==> src/rtl/clock_reclaim_pkg.sv <==
package clock_reclaim_pkg;
  // Strobes from sweep control to the frame datapath.
  typedef struct packed {
    logic sweep;     // a sweep step happens this cycle
    logic pushFree;  // inspected frame goes to the free FIFO
    logic pushWb;    // inspected frame goes to the write-back FIFO
  } sweep_ctl_t;
endpackage

==> src/rtl/reclaim_fifo.sv <==
module reclaim_fifo #(
  parameter int DEPTH = 8,
  parameter int W = 3,
  localparam int CW = $clog2(DEPTH + 1),
  localparam int PW = (DEPTH > 1) ? $clog2(DEPTH) : 1
) (
  input  logic          clk,
  input  logic          rstN,
  input  logic          push,
  input  logic [W-1:0]  pushData,
  input  logic          pop,
  output logic [W-1:0]  head,
  output logic [CW-1:0] count
);
  logic [W-1:0]  store [DEPTH];
  logic [PW-1:0] rdPtr, wrPtr;

  function automatic logic [PW-1:0] nextPtr(input logic [PW-1:0] p);
    return (p == PW'(DEPTH - 1)) ? '0 : p + 1'b1;
  endfunction

  always_ff @(posedge clk) begin
    if (!rstN) begin
      rdPtr <= '0;
      wrPtr <= '0;
      count <= '0;
    end else begin
      if (push) begin
        store[wrPtr] <= pushData;
        wrPtr <= nextPtr(wrPtr);
      end
      if (pop) rdPtr <= nextPtr(rdPtr);
      if (push && !pop) count <= count + 1'b1;
      else if (pop && !push) count <= count - 1'b1;
    end
  end

  assign head = store[rdPtr];

  // unique queueing keeps the FIFO within its depth
  a_r7_no_overflow: assert property (@(posedge clk) disable iff (!rstN)
    push |-> (count != CW'(DEPTH)) || pop);
endmodule

==> src/rtl/reclaim_datapath.sv <==
module reclaim_datapath
  import clock_reclaim_pkg::*;
#(
  parameter int NUM_FRAMES = 8,
  parameter int WB_DEPTH = 2,
  localparam int IDXW = $clog2(NUM_FRAMES),
  localparam int FCW = $clog2(NUM_FRAMES + 1),
  localparam int WCW = $clog2(WB_DEPTH + 1)
) (
  input  logic            clk,
  input  logic            rstN,
  input  logic            refValid,
  input  logic [IDXW-1:0] refFrame,
  input  logic            refWrite,
  input  sweep_ctl_t      ctl,
  input  logic [IDXW-1:0] clrIdx,
  input  logic [IDXW-1:0] inspIdx,
  input  logic            freePop,
  input  logic            wbTake,
  input  logic            wbDone,
  input  logic [IDXW-1:0] wbDoneFrame,
  output logic            inspUsed,
  output logic            inspDirty,
  output logic            inspQueued,
  output logic [FCW-1:0]  freeCount,
  output logic            wbFull,
  output logic            freeValid,
  output logic [IDXW-1:0] freeFrame,
  output logic            wbValid,
  output logic [IDXW-1:0] wbFrame
);
  logic [NUM_FRAMES-1:0] usedBits, dirtyBits, freeBits, pendBits;
  logic [WCW-1:0] wbCount;
  logic freePopEff, wbTakeEff;

  assign freeValid  = (freeCount != '0);
  assign wbValid    = (wbCount != '0);
  assign wbFull     = (wbCount == WCW'(WB_DEPTH));
  assign freePopEff = freePop && freeValid;
  assign wbTakeEff  = wbTake && wbValid;

  for (genvar i = 0; i < NUM_FRAMES; i++) begin : g_frame
    logic refHit, wrHit, clrHit, doneHit, freeOut;
    assign refHit  = refValid && (refFrame == IDXW'(i));
    assign wrHit   = refHit && refWrite;
    assign clrHit  = ctl.sweep && (clrIdx == IDXW'(i));
    assign doneHit = wbDone && (wbDoneFrame == IDXW'(i));
    assign freeOut = freePopEff && (freeFrame == IDXW'(i));

    always_ff @(posedge clk) begin
      if (!rstN) begin
        usedBits[i]  <= 1'b0;
        dirtyBits[i] <= 1'b0;
        freeBits[i]  <= 1'b0;
        pendBits[i]  <= 1'b0;
      end else begin
        if (refHit) usedBits[i] <= 1'b1;
        else if (clrHit) usedBits[i] <= 1'b0;
        if (wrHit) dirtyBits[i] <= 1'b1;
        else if (doneHit) dirtyBits[i] <= 1'b0;
        if (ctl.pushFree && inspIdx == IDXW'(i)) freeBits[i] <= 1'b1;
        else if (freeOut) freeBits[i] <= 1'b0;
        if (ctl.pushWb && inspIdx == IDXW'(i)) pendBits[i] <= 1'b1;
        else if (doneHit) pendBits[i] <= 1'b0;
      end
    end
  end

  // A same-cycle reference to the inspected frame protects it.
  assign inspUsed   = usedBits[inspIdx] || (refValid && refFrame == inspIdx);
  assign inspDirty  = dirtyBits[inspIdx];
  assign inspQueued = freeBits[inspIdx] || pendBits[inspIdx];

  reclaim_fifo #(.DEPTH(NUM_FRAMES), .W(IDXW)) freeQ_i (
    .clk(clk), .rstN(rstN), .push(ctl.pushFree), .pushData(inspIdx),
    .pop(freePopEff), .head(freeFrame), .count(freeCount));

  reclaim_fifo #(.DEPTH(WB_DEPTH), .W(IDXW)) wbQ_i (
    .clk(clk), .rstN(rstN), .push(ctl.pushWb), .pushData(inspIdx),
    .pop(wbTakeEff), .head(wbFrame), .count(wbCount));

  // a reference always leaves the used flag set
  a_r6_ref_wins: assert property (@(posedge clk) disable iff (!rstN)
    refValid |=> usedBits[$past(refFrame)]);

  // a write reference marks the frame dirty
  a_r3_write_dirty: assert property (@(posedge clk) disable iff (!rstN)
    refValid && refWrite |=> dirtyBits[$past(refFrame)]);

  // a frame already queued is never pushed again
  a_r7_no_dup: assert property (@(posedge clk) disable iff (!rstN)
    (ctl.pushFree || ctl.pushWb) |-> !freeBits[inspIdx] && !pendBits[inspIdx]);

  // completion leaves the frame clean and unpending
  a_r8_done_clears: assert property (@(posedge clk) disable iff (!rstN)
    wbDone && !(refValid && refWrite && refFrame == wbDoneFrame)
      |=> !dirtyBits[$past(wbDoneFrame)] && !pendBits[$past(wbDoneFrame)]);
endmodule

==> src/rtl/reclaim_control.sv <==
module reclaim_control
  import clock_reclaim_pkg::*;
#(
  parameter int NUM_FRAMES = 8,
  parameter int HAND_GAP = 3,
  parameter int FREE_THRESH = 4,
  localparam int IDXW = $clog2(NUM_FRAMES),
  localparam int FCW = $clog2(NUM_FRAMES + 1)
) (
  input  logic            clk,
  input  logic            rstN,
  input  logic [FCW-1:0]  freeCount,
  input  logic            wbFull,
  input  logic            inspUsed,
  input  logic            inspDirty,
  input  logic            inspQueued,
  output sweep_ctl_t      ctl,
  output logic [IDXW-1:0] clrIdx,
  output logic [IDXW-1:0] inspIdx
);
  localparam logic [IDXW-1:0] GapL = IDXW'(HAND_GAP);
  localparam logic [IDXW-1:0] BackL = IDXW'(NUM_FRAMES - HAND_GAP);
  localparam logic [IDXW-1:0] LastL = IDXW'(NUM_FRAMES - 1);

  logic [IDXW-1:0] clearHand;
  logic reclaimable;

  assign clrIdx  = clearHand;
  assign inspIdx = (clearHand >= GapL) ? clearHand - GapL : clearHand + BackL;

  assign reclaimable  = !inspUsed && !inspQueued;
  assign ctl.sweep    = (freeCount < FCW'(FREE_THRESH)) && !wbFull;
  assign ctl.pushFree = ctl.sweep && reclaimable && !inspDirty;
  assign ctl.pushWb   = ctl.sweep && reclaimable && inspDirty;

  always_ff @(posedge clk) begin
    if (!rstN) clearHand <= '0;
    else if (ctl.sweep) clearHand <= (clearHand == LastL) ? '0 : clearHand + 1'b1;
  end

  // the hands hold still when no step is taken
  a_r2_hold: assert property (@(posedge clk) disable iff (!rstN)
    !ctl.sweep |=> $stable(clearHand));

  // at most one destination per step
  a_r5_one_route: assert property (@(posedge clk) disable iff (!rstN)
    $onehot0({ctl.pushFree, ctl.pushWb}));
endmodule

==> src/rtl/clock_reclaimer.sv <==
module clock_reclaimer
  import clock_reclaim_pkg::*;
#(
  parameter int NUM_FRAMES = 8,
  parameter int HAND_GAP = 3,
  parameter int FREE_THRESH = 4,
  parameter int WB_DEPTH = 2,
  localparam int IDXW = $clog2(NUM_FRAMES),
  localparam int FCW = $clog2(NUM_FRAMES + 1)
) (
  input  logic            clk,
  input  logic            rstN,
  input  logic            refValid,
  input  logic [IDXW-1:0] refFrame,
  input  logic            refWrite,
  input  logic            freePop,
  output logic            freeValid,
  output logic [IDXW-1:0] freeFrame,
  input  logic            wbTake,
  output logic            wbValid,
  output logic [IDXW-1:0] wbFrame,
  input  logic            wbDone,
  input  logic [IDXW-1:0] wbDoneFrame
);
  sweep_ctl_t ctl;
  logic [IDXW-1:0] clrIdx, inspIdx;
  logic [FCW-1:0] freeCount;
  logic wbFull, inspUsed, inspDirty, inspQueued;

  reclaim_control #(.NUM_FRAMES(NUM_FRAMES), .HAND_GAP(HAND_GAP),
                    .FREE_THRESH(FREE_THRESH)) ctrl_i (
    .clk(clk), .rstN(rstN), .freeCount(freeCount), .wbFull(wbFull),
    .inspUsed(inspUsed), .inspDirty(inspDirty), .inspQueued(inspQueued),
    .ctl(ctl), .clrIdx(clrIdx), .inspIdx(inspIdx));

  reclaim_datapath #(.NUM_FRAMES(NUM_FRAMES), .WB_DEPTH(WB_DEPTH)) dp_i (
    .clk(clk), .rstN(rstN), .refValid(refValid), .refFrame(refFrame),
    .refWrite(refWrite), .ctl(ctl), .clrIdx(clrIdx), .inspIdx(inspIdx),
    .freePop(freePop), .wbTake(wbTake), .wbDone(wbDone),
    .wbDoneFrame(wbDoneFrame), .inspUsed(inspUsed), .inspDirty(inspDirty),
    .inspQueued(inspQueued), .freeCount(freeCount), .wbFull(wbFull),
    .freeValid(freeValid), .freeFrame(freeFrame), .wbValid(wbValid),
    .wbFrame(wbFrame));
endmodule

==> config.mk <==
export PLATFORM = sky130hd
export DESIGN_NAME = clock_reclaimer
export DESIGN_NICKNAME = d
export VERILOG_FILES = /design/src/rtl/clock_reclaim_pkg.sv /design/src/rtl/reclaim_fifo.sv /design/src/rtl/reclaim_datapath.sv /design/src/rtl/reclaim_control.sv /design/src/rtl/clock_reclaimer.sv
export SDC_FILE = /design/constraint.sdc
export NUM_CORES = 1
export LEC_CHECK = 0
export ABC_AREA = 0
export BUFFER_PORTS_ARGS = -buffer_cell sky130_fd_sc_hd__buf_2
export CORE_ASPECT_RATIO = 1.4
export CORE_MARGIN = 2
export CORE_UTILIZATION = 36
export DETAILED_ROUTE_END_ITERATION = 12
export SYNTH_ARGS = -nofsm -noshare
export SYNTH_HDL_FRONTEND = slang
export SYNTH_SLANG_ARGS = --single-unit
==> constraint.sdc <==
create_clock -name clk -period 3.8 [get_ports clk]
set_clock_uncertainty 0.05 [all_clocks]
set_input_delay 0.76 -clock clk [delete_from_list [all_inputs] [get_ports clk]]
set_output_delay 0.76 -clock clk [all_outputs]
set_load 0.02 [all_outputs]
==> flow_summary_export.csv <==
group,metric,value,unit
timing,tightest_slew,802,ps
global_routing,grt_usage,0.156,
synthesis,syn_area,0.00390,mm²
route,final_antenna_net_count,0,
route,avgRoutedWirePerCell,16.2,µm
synthesis,syn_avg_cell_area,10.8,µm²
global_routing,met3_usage,0.0259,
synthesis,syn_nets,390,
global_routing,first_global_vias,2890,
timing,rsz0062_at_grt,"no",
route,viasPerCell,5.25,
finish,diodes,0,
timing,period_share,0.932,
power_and_ir_drop,powerDensity,825,mW/mm²
route,drc,0,
floorplanning,die_y,127,µm
timing,relSlewSlack,0.461,
clocking,cts.sinks,83,
floorplanning,die_w,92.0,µm
worst_setup_path,r2r_start,"ctrl_i.clrIdx[0]",
worst_setup_path,rr_worst_depth,15,
floorplanning,row_count,45,
global_routing,grt_max_degree,23,
clocking,root_buffer,"clkbuf_16",
worst_setup_path,critPathCaptureType,"register",
global_routing,globalRouteOverflowTotal,0,
placement,hpwlAfterDp,6480,µm
clocking,clk_latency,340,ps
placement,place_congestion,0.832,
finish,drive_gt1_frac,0.214,
timing,layout_min_cycle_time,3540,ps
finish,n_fill_cell,1060,
min_path,min_path_type,"register to register",
worst_setup_path,crit_fanout,9,
worst_setup_path,crit_chain,"ha_1 -> ha_2 -> inv_2 -> a2111oi_0 -> nor4_2 -> nand3_4 -> inv_4 -> ha_1 -> inv_1 -> ha_1 -> a21o_1 -> a21oi_1 -> xnor2_1 -> or3_1 -> a21oi_1",
timing,setup_tns,0,ps
finish,multi_input_area,0.00178,mm²
synthesis,synth.top_cells.by_area,"dfxtp_1 (27%), edfxtp_1 (23%), mux4_2 (5.8%)",
worst_setup_path,cp-endpoint,"dp_i.freeQ_i.count[3]",
worst_setup_path,path_buf_inv,3,
timing,drv_slew,0,
clocking,clkTransAtPathRegs,60,ps
global_routing,grt_most_used_layer,"met2",
clocking,cts_inserted_buffers,9,
worst_setup_path,r2r_end,"dp_i.freeQ_i.count[3]",
route,firstDrtPassIters,4,
global_routing,use_met1,0.172,
worst_setup_path,slowest_delay,480,ps
floorplanning,io_pins,21,
worst_setup_path,cp.arrival,3750,ps
worst_setup_path,path_common_cell,"ha_1",
worst_setup_path,r2r_slack,260,ps
global_routing,antenna_found_initial,0,
worst_setup_path,cp_top_family,"adder cells",
synthesis,ys_seq_elements,83,
floorplanning,core,0.0107,mm²
finish,register_area,0.00196,mm²
synthesis,ys_seq_area_frac,0.503,
min_path,hold_depth,2,
synthesis,synth_cell_types,49,
clocking,htreeDepth,3,
run,maxCapViolCount,0,
synthesis,synth_cells,361,
finish,syn_to_final_growth,14.9,%
worst_setup_path,startpoint_type,"register",
clocking,clock_path_buffers,2,
route,vias,2798,
clocking,cts_tree,"built",
synthesis,yosysTopAreaCellShare,0.272,
global_routing,met2_usage,0.280,
route,drt-initial-drc-count,91,
finish,final_nets,416,
timing,finalSetupViolations,0,
finish,design_area,0.00448,mm²
floorplanning,start_util,0.365,
global_routing,grt_pass1_wl,14100,µm
synthesis,synth_area_leader_cell,"dfxtp_1",
worst_setup_path,path_depth,15,
worst_setup_path,crit_type,"register to register",
placement,numPortBuffers,20,
worst_setup_path,crit_required,4010,ps
floorplanning,die-area,0.0117,mm²
timing,hold_viol_final,0,
timing,worst_hold_slack,423,ps
power_and_ir_drop,leakage,1.65,nW
outcome,status,"complete, no violations",
timing,timing.fmax,282,MHz
power_and_ir_drop,peakVddDrop,0.000401,V
route,routed_wirelength,8650,µm
worst_setup_path,startpoint,"ctrl_i.clrIdx[0]",
synthesis,synth_warnings,0,
placement,placed_area,0.00415,mm²
worst_setup_path,cpMaxStageDelayCell,"a2111oi_0",
[timing repair]
action,CTS,global route
gates resized for setup,0,6
endpoints found under the setup margin,0,1
setup buffers,0,2
endpoints found under the hold margin,0,0
hold buffers,0,0
[flip-flops by register name, indices dropped and copies added, names as in the netlist, 4 cells and up, named ones only]
signal / count
dp_i.pendBits: 8
dp_i.freeBits: 8
dp_i.freeQ_i.count: 4
dp_i.usedBits: 8
dp_i.dirtyBits: 8
dp_i.wbQ_i.store: 6
dp_i.freeQ_i.store: 24
[through the flow]
step | worst slack [ps] | total power [mW] | instances | utilization
CTS | 112 | 3.65 | 531 | 0.416
global route | 8.65 | 3.93 | 533 | 0.419
global placement | 264 | 2.72 | 515 | 0.388
finish | 260 | 3.70 | 533 | 0.419
floorplan | 27.3 | 2.40 | 361 | -
detailed placement | 148 | 2.76 | 515 | 0.388
[cell type report]
| type | instances | share of cell area |
|---|---|---|
| clock inverter | 7 | 0.0165 |
| tap | 141 | 0.0394 |
| inverter | 13 | 0.0114 |
| timing repair buffer | 34 | 0.0466 |
| multi-input combinational | 246 | 0.398 |
| clock buffer | 9 | 0.0503 |
| sequential | 83 | 0.438 |
[logic make-up after synthesis]
kind of cell    after synthesis  synth area share
simple gates                138             0.185
flops                        83             0.503
compound gates               60             0.104
buf+inv                      32            0.0414
mux                          23            0.0930
fa+ha+maj                    16            0.0533
xor+xnor                      9            0.0202
[worst min-delay path: cells and delay by family (launching register included)]
| family | cells | cell delay (ps) |
|---|---|---|
| flops | 1 | 310 |
| compound gates | 1 | 50 |
| simple gates | 1 | 70 |
[worst min path at each step]
stage | startpoint | slack [ps] | to
floorplan | dp_i.pendBits[4] | 390 | dp_i.pendBits[4]
global placement | dp_i.pendBits[1] | 410 | dp_i.pendBits[1]
detailed placement | dp_i.pendBits[1] | 420 | dp_i.pendBits[1]
CTS | dp_i.pendBits[1] | 420 | dp_i.pendBits[1]
global route | dp_i.pendBits[5] | 450 | dp_i.pendBits[5]
finish | dp_i.pendBits[1] | 420 | dp_i.pendBits[1]
[power by group]
part | switching (mW) | internal (mW) | leakage (nW)
sequential | 0.0978 | 1.11 | 0.699
clock | 0.371 | 0.512 | 0.144
combinational | 0.935 | 0.667 | 0.806
[layer usage]
| metal | up-vias | routed length (µm) |
|---|---|---|
| met2 | 56 | 4670 |
| met1 | 1351 | 3420 |
| li1 | 1373 | - |
| met4 | 0 | 244 |
| met3 | 18 | 316 |
| met5 | - | 0 |
[cell usage after synthesis (all sizes together)]
library cell / n
a2111oi: 4
a211oi: 2
a21bo: 1
a21boi: 2
a21o: 1
a21oi: 18
a22oi: 7
a32oi: 4
and2: 5
and3: 3
and3b: 1
and4: 1
buf: 9
clkbuf: 10
dfxtp: 53
edfxtp: 30
fa: 1
ha: 15
inv: 13
mux2: 6
mux2i: 7
mux4: 10
nand2: 27
nand2b: 3
nand3: 22
nand3b: 1
nand4: 8
nand4b: 1
nor2: 34
nor2b: 9
nor3: 8
nor3b: 1
nor4: 7
o21a: 2
o21ai: 18
o2bb2ai: 1
or2: 3
or3: 3
or4: 1
xnor2: 4
xor2: 5
[placed cells by master (no fill, tap or decap), types with 3 or more instances in the layout]
master / count
o21ai_2: 7
xor2_1: 5
dfxtp_1: 52
nor4_1: 6
nor2_1: 34
buf_2: 20
xnor2_1: 4
a32oi_1: 4
nor2b_1: 9
a22oi_1: 7
and3_1: 3
mux2_2: 6
and2_1: 5
buf_4: 13
nand4_1: 8
nand2b_1: 3
nor3_1: 8
ha_1: 14
mux4_2: 10
nand3_1: 21
nand2_1: 27
clkbuf_16: 9
mux2i_1: 7
edfxtp_1: 30
a21oi_1: 18
or3_1: 3
o21ai_0: 10
inv_1: 11
(Power assumes the default switching activity.)
